$ cat config.mk
export PLATFORM = sky130hd
export DESIGN_NAME = bbo_burst_seq
export DESIGN_NICKNAME = d
export VERILOG_FILES = /design/src/rtl/bbo_pkg.sv /design/src/rtl/bbo_rst_sync.sv /design/src/rtl/bbo_seq_ctrl.sv /design/src/rtl/bbo_beat_decode.sv /design/src/rtl/bbo_lane_mask.sv /design/src/rtl/bbo_burst_seq.sv
export SDC_FILE = /design/constraint.sdc
export NUM_CORES = 1
export LEC_CHECK = 0
export CAP_MARGIN = 15
export CORE_MARGIN = 1.5
export CORE_UTILIZATION = 45
export DETAILED_ROUTE_END_ITERATION = 8
export GPL_TIMING_DRIVEN = 0
export PLACE_DENSITY_LB_ADDON = 0.05
export SLEW_MARGIN = 0
export SYNTH_ARGS = -nofsm -noshare
export SYNTH_HDL_FRONTEND = slang
export SYNTH_HIERARCHICAL = 1
export SYNTH_SLANG_ARGS = --single-unit
$ cat constraint.sdc
create_clock -name clk -period 3.2 [get_ports clk]
set_clock_uncertainty 0.2 [all_clocks]
set_input_delay 0.64 -clock clk [delete_from_list [all_inputs] [get_ports clk]]
set_output_delay 0.64 -clock clk [all_outputs]
set_load 0.05 [all_outputs]
$ cat src/rtl/bbo_pkg.sv
package bbo_pkg;
  localparam int unsigned BURST_LEN = 4;
  localparam int unsigned LANES     = 4;
  localparam int unsigned POS_W     = $clog2(BURST_LEN);
  localparam int unsigned CNT_W     = POS_W + 1;
  localparam int unsigned LANE_W    = $clog2(LANES);

  typedef logic [POS_W-1:0]  pos_t;
  typedef logic [CNT_W-1:0]  cnt_t;
  typedef logic [LANE_W-1:0] lane_t;
  typedef logic [LANES-1:0]  mask_t;

  typedef enum logic {ST_IDLE, ST_RUN} seq_state_e;

  typedef struct packed {
    pos_t  size_m1;
    pos_t  ofs;
    logic  wr;
    logic  rmw;
    logic  dbl;
    lane_t lead;
    lane_t tail;
  } seq_ctx_t;
endpackage

$ cat src/rtl/bbo_rst_sync.sv
module bbo_rst_sync (
  input  logic clk,
  input  logic rst_n,
  output logic rst_n_sync
);
  logic [1:0] sync_q;

  always_ff @(posedge clk or negedge rst_n) begin
    if (!rst_n) sync_q <= 2'b00;
    else        sync_q <= {sync_q[0], 1'b1};
  end

  assign rst_n_sync = sync_q[1];
endmodule

$ cat src/rtl/bbo_seq_ctrl.sv
module bbo_seq_ctrl
  import bbo_pkg::*;
(
  input  logic     clk,
  input  logic     rst_n,
  input  logic     req_valid,
  input  pos_t     req_size_m1,
  input  pos_t     req_ofs,
  input  logic     req_write,
  input  logic     req_ecc_en,
  input  lane_t    req_lead,
  input  lane_t    req_tail,
  output logic     req_ready,
  output logic     req_reject,
  output logic     active,
  output logic     last,
  output cnt_t     cnt,
  output seq_ctx_t ctx
);
  localparam cnt_t LAST_ONE = cnt_t'(BURST_LEN - 1);
  localparam cnt_t LAST_TWO = cnt_t'(2 * BURST_LEN - 1);
  localparam pos_t FULL_M1  = pos_t'(BURST_LEN - 1);

  seq_state_e state_q, state_d;
  cnt_t       cnt_q, cnt_d;
  seq_ctx_t   ctx_q, ctx_d;
  logic       ctx_en;
  cnt_t       span;
  logic       fits, full, legal, accept;
  cnt_t       last_cnt;

  assign span     = {1'b0, req_ofs} + {1'b0, req_size_m1};
  assign fits     = span < cnt_t'(BURST_LEN);
  assign full     = req_size_m1 == FULL_M1;
  assign legal    = fits || full;

  assign req_ready  = state_q == ST_IDLE;
  assign accept     = req_valid && req_ready && legal;
  assign req_reject = req_valid && req_ready && !legal;

  assign last_cnt = ctx_q.dbl ? LAST_TWO : LAST_ONE;

  always_comb begin
    state_d = state_q;
    cnt_d   = cnt_q;
    ctx_d   = ctx_q;
    ctx_en  = 1'b0;
    unique case (state_q)
      ST_IDLE: begin
        if (accept) begin
          state_d       = ST_RUN;
          cnt_d         = '0;
          ctx_en        = 1'b1;
          ctx_d.size_m1 = req_size_m1;
          ctx_d.ofs     = req_ofs;
          ctx_d.wr      = req_write;
          ctx_d.rmw     = req_write && req_ecc_en &&
                          ((req_lead != '0) || (req_tail != '0));
          ctx_d.dbl     = full && (req_ofs != '0);
          ctx_d.lead    = req_lead;
          ctx_d.tail    = req_tail;
        end
      end
      ST_RUN: begin
        cnt_d = cnt_q + cnt_t'(1);
        if (cnt_q == last_cnt) state_d = ST_IDLE;
      end
      default: state_d = ST_IDLE;
    endcase
  end

  always_ff @(posedge clk or negedge rst_n) begin
    if (!rst_n) begin
      state_q <= ST_IDLE;
      cnt_q   <= '0;
    end else begin
      state_q <= state_d;
      cnt_q   <= cnt_d;
    end
  end

  always_ff @(posedge clk or negedge rst_n) begin
    if (!rst_n)      ctx_q <= '0;
    else if (ctx_en) ctx_q <= ctx_d;
  end

  assign active = state_q == ST_RUN;
  assign last   = active && (cnt_q == last_cnt);
  assign cnt    = cnt_q;
  assign ctx    = ctx_q;
endmodule

$ cat src/rtl/bbo_beat_decode.sv
module bbo_beat_decode
  import bbo_pkg::*;
(
  input  cnt_t cnt,
  input  pos_t ofs,
  input  pos_t size_m1,
  input  logic dbl,
  output pos_t word,
  output logic wanted,
  output logic first_hit,
  output logic tail_hit
);
  pos_t rel;
  logic second;
  pos_t last_word;
  cnt_t head_cnt;

  assign rel       = cnt[POS_W-1:0];
  assign second    = cnt[POS_W];
  assign last_word = pos_t'(ofs + size_m1);
  assign head_cnt  = cnt_t'(BURST_LEN) - {1'b0, ofs};

  always_comb begin
    if (second) begin
      word   = rel;
      wanted = rel < ofs;
    end else begin
      word   = pos_t'(ofs + rel);
      wanted = dbl ? ({1'b0, rel} < head_cnt) : (rel <= size_m1);
    end
  end

  assign first_hit = wanted && (word == ofs);
  assign tail_hit  = wanted && (word == last_word);
endmodule

$ cat src/rtl/bbo_lane_mask.sv
module bbo_lane_mask
  import bbo_pkg::*;
(
  input  logic  active,
  input  logic  wanted,
  input  logic  first_hit,
  input  logic  tail_hit,
  input  logic  wr,
  input  logic  rmw,
  input  lane_t lead,
  input  lane_t tail,
  output mask_t mask
);
  logic tail_part;

  assign tail_part = tail != '0;

  for (genvar g = 0; g < LANES; g++) begin : g_lane
    logic head_cut, tail_cut;
    assign head_cut = first_hit && (lane_t'(g) < lead);
    assign tail_cut = tail_hit && tail_part && (lane_t'(g) >= tail);
    always_comb begin
      if (!active || !wr) mask[g] = 1'b0;
      else if (!wanted)   mask[g] = 1'b1;
      else if (rmw)       mask[g] = 1'b0;
      else                mask[g] = head_cut || tail_cut;
    end
  end
endmodule

$ cat src/rtl/bbo_burst_seq.sv
module bbo_burst_seq
  import bbo_pkg::*;
(
  input  logic       clk,
  input  logic       rst_n,
  input  logic       req_valid,
  output logic       req_ready,
  input  logic [1:0] req_size_m1,
  input  logic [1:0] req_word_ofs,
  input  logic       req_write,
  input  logic       req_ecc_en,
  input  logic [1:0] req_lead_byte,
  input  logic [1:0] req_tail_bytes,
  output logic       req_reject,
  output logic       beat_active,
  output logic [1:0] beat_word,
  output logic       beat_valid,
  output logic [3:0] beat_mask,
  output logic       beat_last,
  output logic       seq_rmw
);
  logic     rst_n_sync;
  logic     active, last;
  cnt_t     cnt;
  seq_ctx_t ctx;
  pos_t     word;
  logic     wanted, first_hit, tail_hit;
  mask_t    mask;

  bbo_rst_sync u_rst_sync (
    .clk        (clk),
    .rst_n      (rst_n),
    .rst_n_sync (rst_n_sync)
  );

  bbo_seq_ctrl u_ctrl (
    .clk         (clk),
    .rst_n       (rst_n_sync),
    .req_valid   (req_valid),
    .req_size_m1 (req_size_m1),
    .req_ofs     (req_word_ofs),
    .req_write   (req_write),
    .req_ecc_en  (req_ecc_en),
    .req_lead    (req_lead_byte),
    .req_tail    (req_tail_bytes),
    .req_ready   (req_ready),
    .req_reject  (req_reject),
    .active      (active),
    .last        (last),
    .cnt         (cnt),
    .ctx         (ctx)
  );

  bbo_beat_decode u_decode (
    .cnt       (cnt),
    .ofs       (ctx.ofs),
    .size_m1   (ctx.size_m1),
    .dbl       (ctx.dbl),
    .word      (word),
    .wanted    (wanted),
    .first_hit (first_hit),
    .tail_hit  (tail_hit)
  );

  bbo_lane_mask u_mask (
    .active    (active),
    .wanted    (wanted),
    .first_hit (first_hit),
    .tail_hit  (tail_hit),
    .wr        (ctx.wr),
    .rmw       (ctx.rmw),
    .lead      (ctx.lead),
    .tail      (ctx.tail),
    .mask      (mask)
  );

  assign beat_active = active;
  assign beat_word   = active ? word : '0;
  assign beat_valid  = active && wanted;
  assign beat_mask   = mask;
  assign beat_last   = last;
  assign seq_rmw     = active && ctx.rmw;
endmodule

Yosys cells after proc, flatten, opt, wreduce, memory -nomap -nowiden
Cells that the tools add are included.
- flip-flop bits (word level): 17
- input port bits: 13
- output and inout port bits: 12
- word-level logic and storage cells: 91
- add/subtract/negate cells: 5
- order comparisons: 12
- eq/ne operators: 5
- mux-type cells: 23
- bitwise operators: 1
- reduce and logical (&&, ||, !) cells: 35
- operators with widths (operator ; number):
    $logic_and 1x1->1 ; 20
    $mux 1 ; 17
    $reduce_bool 2->1 ; 4
    $logic_or 1x1->1 ; 7
    $mux 3 ; 2
    $pmux 3 s2 ; 1
    $add 2x2->2 ; 2
    $eq 2x2->1 ; 2
    $ge 1x2->1 const A ; 2
    $ge 2x2->1 const A ; 2
    $lt 1x2->1 const A ; 2
    $lt 2x2->1 const A ; 2
    $mux 2 ; 2
    $add 2x2->3 ; 1
    $add 3x1->3 const B ; 1
    $eq 3x3->1 ; 1
    $logic_not 1->1 ; 3
    $lt 2x3->1 ; 1
    $lt 3x3->1 const B ; 1
    $reduce_and 3->1 ; 1
    $sub 3x2->3 const A ; 1
    $eq 2x2->1 const B ; 1
    $le 2x2->1 ; 1
    $lt 2x2->1 ; 1
    other kinds (3) ; 3

Longest topological paths before layout
Gate-level depths: netlist of run 1.
- word-level depth: 11
- gate-level depth with buffers: 11
- gate-level depth less buffers: 11

By module
Netlist of run 1, hierarchy kept.
- by module, submodules not included (module ; instances ; cells an instance ; area an instance (sq um)):
    bbo_seq_ctrl ; 1 ; 61 ; 718.2
    bbo_beat_decode ; 1 ; 37 ; 280.3
    bbo_lane_mask ; 1 ; 14 ; 82.6
    bbo_rst_sync ; 1 ; 3 ; 53.8
    bbo_burst_seq ; 1 ; 4 ; 25.0

Least setup slack after synthesis of run 1
No wires, ideal clock.
- path type: flip-flop to output port
- start point: reg u_ctrl.ctx_q, in the netlist u_ctrl/ctx[7]
- end point: out beat_mask[2]
- arrival: 2704 ps
- data required time: 2360 ps
- setup slack: -344 ps
- cell stages (with the launch flop): 12
- path buffers: 0
- cells stage by stage: dfrtp_1 > inv_1 > ha_1 > inv_1 > ha_1 > nor2b_1 > o211ai_1 > nand3_1 > nor3_2 > nor2b_2 > nand3_1 > a31oi_1
- RTL lines (item ; RTL line ; source):
    from (decl) ; bbo_seq_ctrl.sv:26 ; seq_ctx_t ctx_q, ctx_d;
    from (signal assigned) ; bbo_seq_ctrl.sv:84 ; else if (ctx_en) ctx_q <= ctx_d;
    $sub 3x2->3 ; bbo_beat_decode.sv:21 ; assign head_cnt = cnt_t'(BURST_LEN) - {1'b0, ofs};
    $lt 2x3->1 ; bbo_beat_decode.sv:29 ; wanted = dbl ? ({1'b0, rel} < head_cnt) : (rel <= size_m1);
    $mux 1 ; bbo_beat_decode.sv:29 ;
    $mux 1 ; bbo_beat_decode.sv:24 ; if (second) begin
    $logic_and 1x1->1 * ; bbo_beat_decode.sv:33 ; assign first_hit = wanted && (word == ofs);
    net first_hit ; bbo_burst_seq.sv:27 ; logic wanted, first_hit, tail_hit;
    $logic_and 1x1->1 * ; bbo_lane_mask.sv:20 ; assign head_cut = first_hit && (lane_t'(g) < lead);
    $logic_or 1x1->1 * ; bbo_lane_mask.sv:26 ; else mask[g] = head_cut || tail_cut;
    $mux 1 * ; bbo_lane_mask.sv:25 ; else if (rmw) mask[g] = 1'b0;
    $mux 1 * ; bbo_lane_mask.sv:24 ; else if (!wanted) mask[g] = 1'b1;
    $mux 1 * ; bbo_lane_mask.sv:23 ; if (!active || !wr) mask[g] = 1'b0;
    to (decl) ; bbo_burst_seq.sv:18 ; output logic [3:0] beat_mask,
The timed path passes the listed nets; every way through them passes the cells marked *.

Worst setup path in the final report of run 1
- start point: reg u_ctrl.ctx_q, in the netlist u_ctrl/ctx[8]
- end point: out beat_mask[2]
- word-level cells in the longest chain between the ends: 11
- RTL lines (item ; RTL line ; source):
    $sub 3x2->3 ; bbo_beat_decode.sv:21 ;
    $lt 2x3->1 ; bbo_beat_decode.sv:29 ;
    $mux 1 ; bbo_beat_decode.sv:29 ;
    $mux 1 ; bbo_beat_decode.sv:24 ;
    $logic_and 1x1->1 * ; bbo_beat_decode.sv:34 ; assign tail_hit = wanted && (word == last_word);
    net tail_hit ; bbo_burst_seq.sv:27 ;
    $logic_and 1x1->1 * (2 in series) ; bbo_lane_mask.sv:21 ; assign tail_cut = tail_hit && tail_part && (lane_t'(g) >= tail);
    $logic_or 1x1->1 * ; bbo_lane_mask.sv:26 ;
    $mux 1 * ; bbo_lane_mask.sv:25 ;
    $mux 1 * ; bbo_lane_mask.sv:24 ;
    $mux 1 * ; bbo_lane_mask.sv:23 ;
Marked as above.

==> out/results.ini, run 1 <==
[floorplanning]
die_h_um=53.8
io-pin-count=25
die_x_um=53.8
coreArea_um2=2450
initial_core_util_pct=47.2
dieArea_um2=2890
rows=18

[clock_network]
h-tree-depth=1
cts_sinks=17
cts_buffers=3
clk_pin_slew_ns=0.10
cts_root_buf=clkbuf_4
clock_path_buffers=2
clk_latency_ns=0.29
holdBufCountCts=0
tritoncts=done

[final_layout]
post-route-util_pct=66.5
layout-drive-gt1-share_pct=35.1
antenna_cells=0
final_cell_mix=16 x clkdlybuf4s50_1, 15 x dfrtp_1, 10 x inv_1, 9 x nor2_1, 8 x nand2_1
final_common_cell=clkdlybuf4s50_1
fin_nets=175
syn_to_final_growth_pct=40.7

[route]
remaining_drc_errors=0
wl_per_cell_um=13.5
post_drt_via_cell_ratio=5.12
dr.pass1.iters=4
vias=927
routed_wl_um=2440
drtIter0Drc=8
antenna_left=0

[run_status]
violations=negative setup slack
outcome=complete, but fails checks

[min_path]
min_path_type=reg2async

[worst_setup_path]
reg2reg_depth=5
crit_path_start=u_ctrl/ctx[8]
worstSetupEndpointType=primary output
worstPathMaxFanout=3
criticalPathCategory=reg2out
startpoint_type=flop
r2r_start=u_ctrl/active
critPathRequiredTime_ns=2.36
crit_arrival_ns=2.50

[logic_synthesis]
yosys-top-cells-area=dfrtp_1 37%, ha_1 11%, xnor2_1 5.3%
synth.avg_cell_area_um2=9.75
synth_top_area_share_pct=36.7
synth_top_area_cell=dfrtp_1
yosysWarnings=6
ys_ff_latch=17
yosysSeqAreaShare_pct=36.7
ys_types=34
postSynthCellCount=119
syn_nets=142
synth_area_um2=1160

[sta]
timing.final.crit_share_pct=104
max_slew_margin_pct=60.2
maxSlewViolCount=0
setup_violations=4
worst_slew_pin_slew_ns=0.597
rsz0062_at_grt=true
max_freq_mhz=299
worst_slack_ns=-0.141
report.final.hold_viol_count=0
fin_crit_ns=3.34

[global_route]
gr-total-overflow=0
first_global_vias=812
grt_pass1_wl_um=3670
grt_max_degree=16
grt_usage_pct=18.2
antenna_found_initial=0

[place]
hpwl_um=1760
port_buffers=24
dp_slack_ns=-0.693
place_congestion=0.715

[run]
max-cap-violations=0

registers in the layout (all words and copies together) (netlist names):
register / count
u_ctrl/cnt: 3
u_ctrl/active: 1
u_ctrl/ctx: 11
u_rst_sync/sync_q: 2
Yosys cell counts:
cell and n:
dfrtp_1 17, inv_1 14, ha_1 10, nor2_1 9
nand2_1 8, xnor2_1 7, o21ai_0 6, mux2_2 5
and2_1 4, xor2_1 4, a21oi_1 3, nor2b_1 3
buf_6 2, mux2_4 2, nand3_1 2, nor2b_2 2
nor3_1 2, o22ai_1 2, o2bb2ai_1 2, a211oi_1 1
a21oi_2 1, a31o_2 1, a31oi_1 1, a32oi_1 1
conb_1 1, mux2i_1 1, nand2b_1 1, nand2b_4 1
nand4b_1 1, nor3_2 1, nor4_1 1, o211ai_1 1
o21ai_2 1, o21ai_4 1
final timing paths:
check / end / slack (ns)
min in group clk: u_rst_sync/sync_q[1] / 0.16
worst min-delay path: u_ctrl/ctx[1] / 0.05
worst max register to register: u_ctrl/ctx[3] / 1.33
max in group asynchronous: u_ctrl/cnt[0] / 2.32
worst min register to register: u_ctrl/ctx[1] / 0.05
worst max-delay path: beat_mask[2] / -0.14
layer usage:
layer  wire length (µm)  track usage, %  vias up
li1                   -               -      467
met1               1090            23.6      437
met2               1230            29.7       19
met3                 77            2.50        4
met4                 40            8.97        0
met5                  0               0        -
worst max-delay path: stages, from the launching register on:
cell and delay (ns):
dfrtp_1 0.40, inv_2 0.11, ha_4 0.22, inv_4 0.05, ha_4 0.19, nor2b_4 0.11, o211ai_1 0.19, nand3_2 0.15
nor3_2 0.15, nor2b_4 0.20, nand2_1 0.07, a31oi_2 0.19, buf_6 0.18
final cells by class:
| cell class | instances | area, µm² |
|---|---|---|
| sequential | 17 | 428 |
| fill | 210 | 823 |
| clock inverter | 1 | 5.00 |
| buffer | 2 | 22.5 |
| clock buffer | 3 | 22.5 |
| timing repair buffer | 28 | 273 |
| multi-input combinational | 86 | 785 |
| tap | 30 | 37.5 |
| inverter | 14 | 58.8 |
stage by stage:
| stage | instance area [µm²] | setup TNS [ns] | std cells | hold WS (ns) |
|---|---|---|---|---|
| after floorplan | 1180 | -0.0319 | 119 | -0.0133 |
| after global placement | 1460 | -2.89 | 173 | 0.0603 |
| after detailed placement | 1460 | -3.24 | 173 | 0.0723 |
| after CTS | 1550 | -0.380 | 179 | 0.0819 |
| after global routing | 1630 | -0.916 | 181 | 0.121 |
| final | 1630 | -0.396 | 181 | 0.0512 |
cell families (layout without fill, tap and decap cells):
group	count (synthesis)	in the layout	share of synthesized area, %
other	1	1	0.323
and+or+nand+nor	35	35	16.4
DFF	17	17	36.7
muxes	8	8	8.31
xor gates and xnor gates	11	11	8.31
buffers and inverters	16	48	6.47
AOI/OAI and AO/OA	21	21	12.7
adders and majority gates	10	10	10.8
what timing repair did:
item,4_1_cts,5_1_grt
setup endpoints to repair,7,7
pin swaps,9,7
resized for setup,48,17
buffers inserted,2,2
Power of run 1 is left out: the tool's default activity adds up to more than one toggle a clock period on the data nets, which glitch-free logic cannot reach.
==> run 2: changes to the inputs <==
--- a/config.mk
+++ b/config.mk
@@ -17,2 +17,3 @@
 export SYNTH_HIERARCHICAL = 1
 export SYNTH_SLANG_ARGS = --single-unit
+export TNS_END_PERCENT = 100
==> constraint.sdc (replaced) <==
create_clock -name clk -period 3.2 [get_ports clk]
set_clock_uncertainty 0.2 [all_clocks]
set_input_delay 0.32 -clock clk [delete_from_list [all_inputs] [get_ports clk]]
set_output_delay 0.32 -clock clk [all_outputs]
set_load 0.1 [all_outputs]
==> run 2 against run 1 <==
  * The flow now finishes without violations
  * Final area rose by 2.8%
  * Global-route usage fell by 0.54 points
  * Register-to-register slack barely moved
  * Clock-buffer cell count did not move
  * Fmax rose by 9.7%
  * Critical endpoint unchanged
  * Largest cell class unchanged
==> out/results.ini, run 2 (synthesis results as in run 1) <==
[final_layout]
seqCellArea_um2=427
multi_input_area_um2=777
layout-drive-gt1-share_pct=31.4
fillers=200
syn_to_final_growth_pct=44.6
largest_reg_flops=11
stdcell_area_um2=1680
layout.cells.non_filler=183
antenna_cells=0
final_cell_mix=16 x clkdlybuf4s50_1, 16 x dfrtp_1, 10 x inv_1, 9 x nor2_1
fin_nets=177

[route]
highest_layer=met4
dr.pass1.iters=4
antenna_left=0
route.met3.wl_um=67
remaining_drc_errors=0
vias=909
post_drt_via_cell_ratio=4.97
routed_wl_um=2320
wl_met2_um=1150
wl_per_cell_um=12.7
drtIter0Drc=13
wl_met1_um=1090

[clock_network]
cts_sinks=17
cts_root_buf=clkbuf_4
cts_buffers=3
clk_pin_slew_ns=0.10
h-tree-depth=1
clk_latency_ns=0.28
tritoncts=done
clock_path_buffers=2

[sta]
max_freq_mhz=328
worst_slack_ns=0.154
maxSlewViolCount=0
worst_slew_pin_slew_ns=0.961
setup_violations=0
holdWs_ns=0.0440
max_slew_margin_pct=35.7
fin_crit_ns=3.05
timing.final.crit_share_pct=95.2
report.final.hold_viol_count=0

[place]
port_buffers=24
place_congestion=0.702
placedCellCount=173
dp_slack_ns=-0.802
hpwl_um=1810
place_area_um2=1490

[worst_setup_path]
critPathRequiredTime_ns=2.68
startpoint_type=flop
worstSetupEndpointType=primary output
path_cells=inv_2 -> ha_4 -> inv_2 -> ha_4 -> nor2b_4 -> o211ai_1 -> nand3_2 -> nor3_2 -> nor2b_4 -> nand3_2 -> a31oi_4 -> buf_12
worstPathMaxFanout=4
critPathMaxStageDelay_ns=0.41
criticalPathCategory=reg2out
crit_path_top_delay_cell=dfrtp_1
crit_arrival_ns=2.53

[min_path]
min_path_type=reg2async

[floorplanning]
initial_core_util_pct=47.2
io-pin-count=25
dieArea_um2=2890
rows=18
coreArea_um2=2450
die_x_um=53.8
die_h_um=53.8

[global_route]
gr-total-overflow=0
grt_pass1_wl_um=3730
antenna_found_initial=0
first_global_vias=860
grt_usage_pct=17.7
grt_max_degree=16

[run]
max-cap-violations=0

[run_status]
outcome=finished, final reports clean

[run 2: cell count changes in the layout (fill, tap and decap cells not counted), sizes merged]
cell	delta
clkbuf	-2
buf	+2
dlymetal6s2s	+1
dlygate4sd3	+1
[run 2: final timing paths]
path	depth (start not counted)	to	slack, ns	from
setup / recovery	12	beat_mask[2]	0.15	u_ctrl/ctx[8]
min in group clk	0	u_rst_sync/sync_q[1]	0.17	u_rst_sync/sync_q[0]
setup reg to reg	5	u_ctrl/ctx[3]	1.32	u_ctrl/active
max in group asynchronous	2	u_rst_sync/sync_q[1]	2.17	rst_n
hold reg to reg	0	u_ctrl/ctx[1]	0.04	u_rst_sync/sync_q[1]
hold / removal	0	u_ctrl/ctx[1]	0.04	u_rst_sync/sync_q[1]
[run 2: repair_timing]
action                                 4_1_cts  5_1_grt
setup endpoints to repair                    6        7
gates resized for setup                     52       11
hold buffers                                 1        0
endpoints found under the hold margin        2        0
buffers inserted                             1        4
cloned                                       0        0
pin swaps                                    4        5
[run 2: metrics by stage]
stage | util [%] | TNS, ns
3_3_place_gp | 60.6 | -3.08
6_report | 68.3 | 0
4_1_cts | 65.0 | -0.0918
5_1_grt | 68.3 | -0.00445
2_1_floorplan | - | 0
3_5_place_dp | 60.6 | -3.61
[run 2: layout make-up]
cell class,count,area share (%)
clock buffers,3,1.34
clock inverters,1,0.299
well taps,30,2.24
inverters,14,3.36
plain buffers,2,1.34
multi-input cells,86,46.3
flip-flops and latches,17,25.4
repair buffers,30,19.6
[run 2: critical path: cells and delay by family (launching register included)]
kind / cells / cell delay, ns
flops: 1 / 0.41
buf+inv: 3 / 0.36
fa+ha+maj: 2 / 0.39
simple gates: 5 / 0.68
compound gates: 2 / 0.39
[run 2: per-layer routing]
metal | GRT usage, % | vias up
met5 | 0 | -
met4 | 5.13 | 0
met3 | 1.67 | 2
met2 | 31.1 | 17
met1 | 22.8 | 422
li1 | - | 468
Power of run 2 is left out for the same reason.
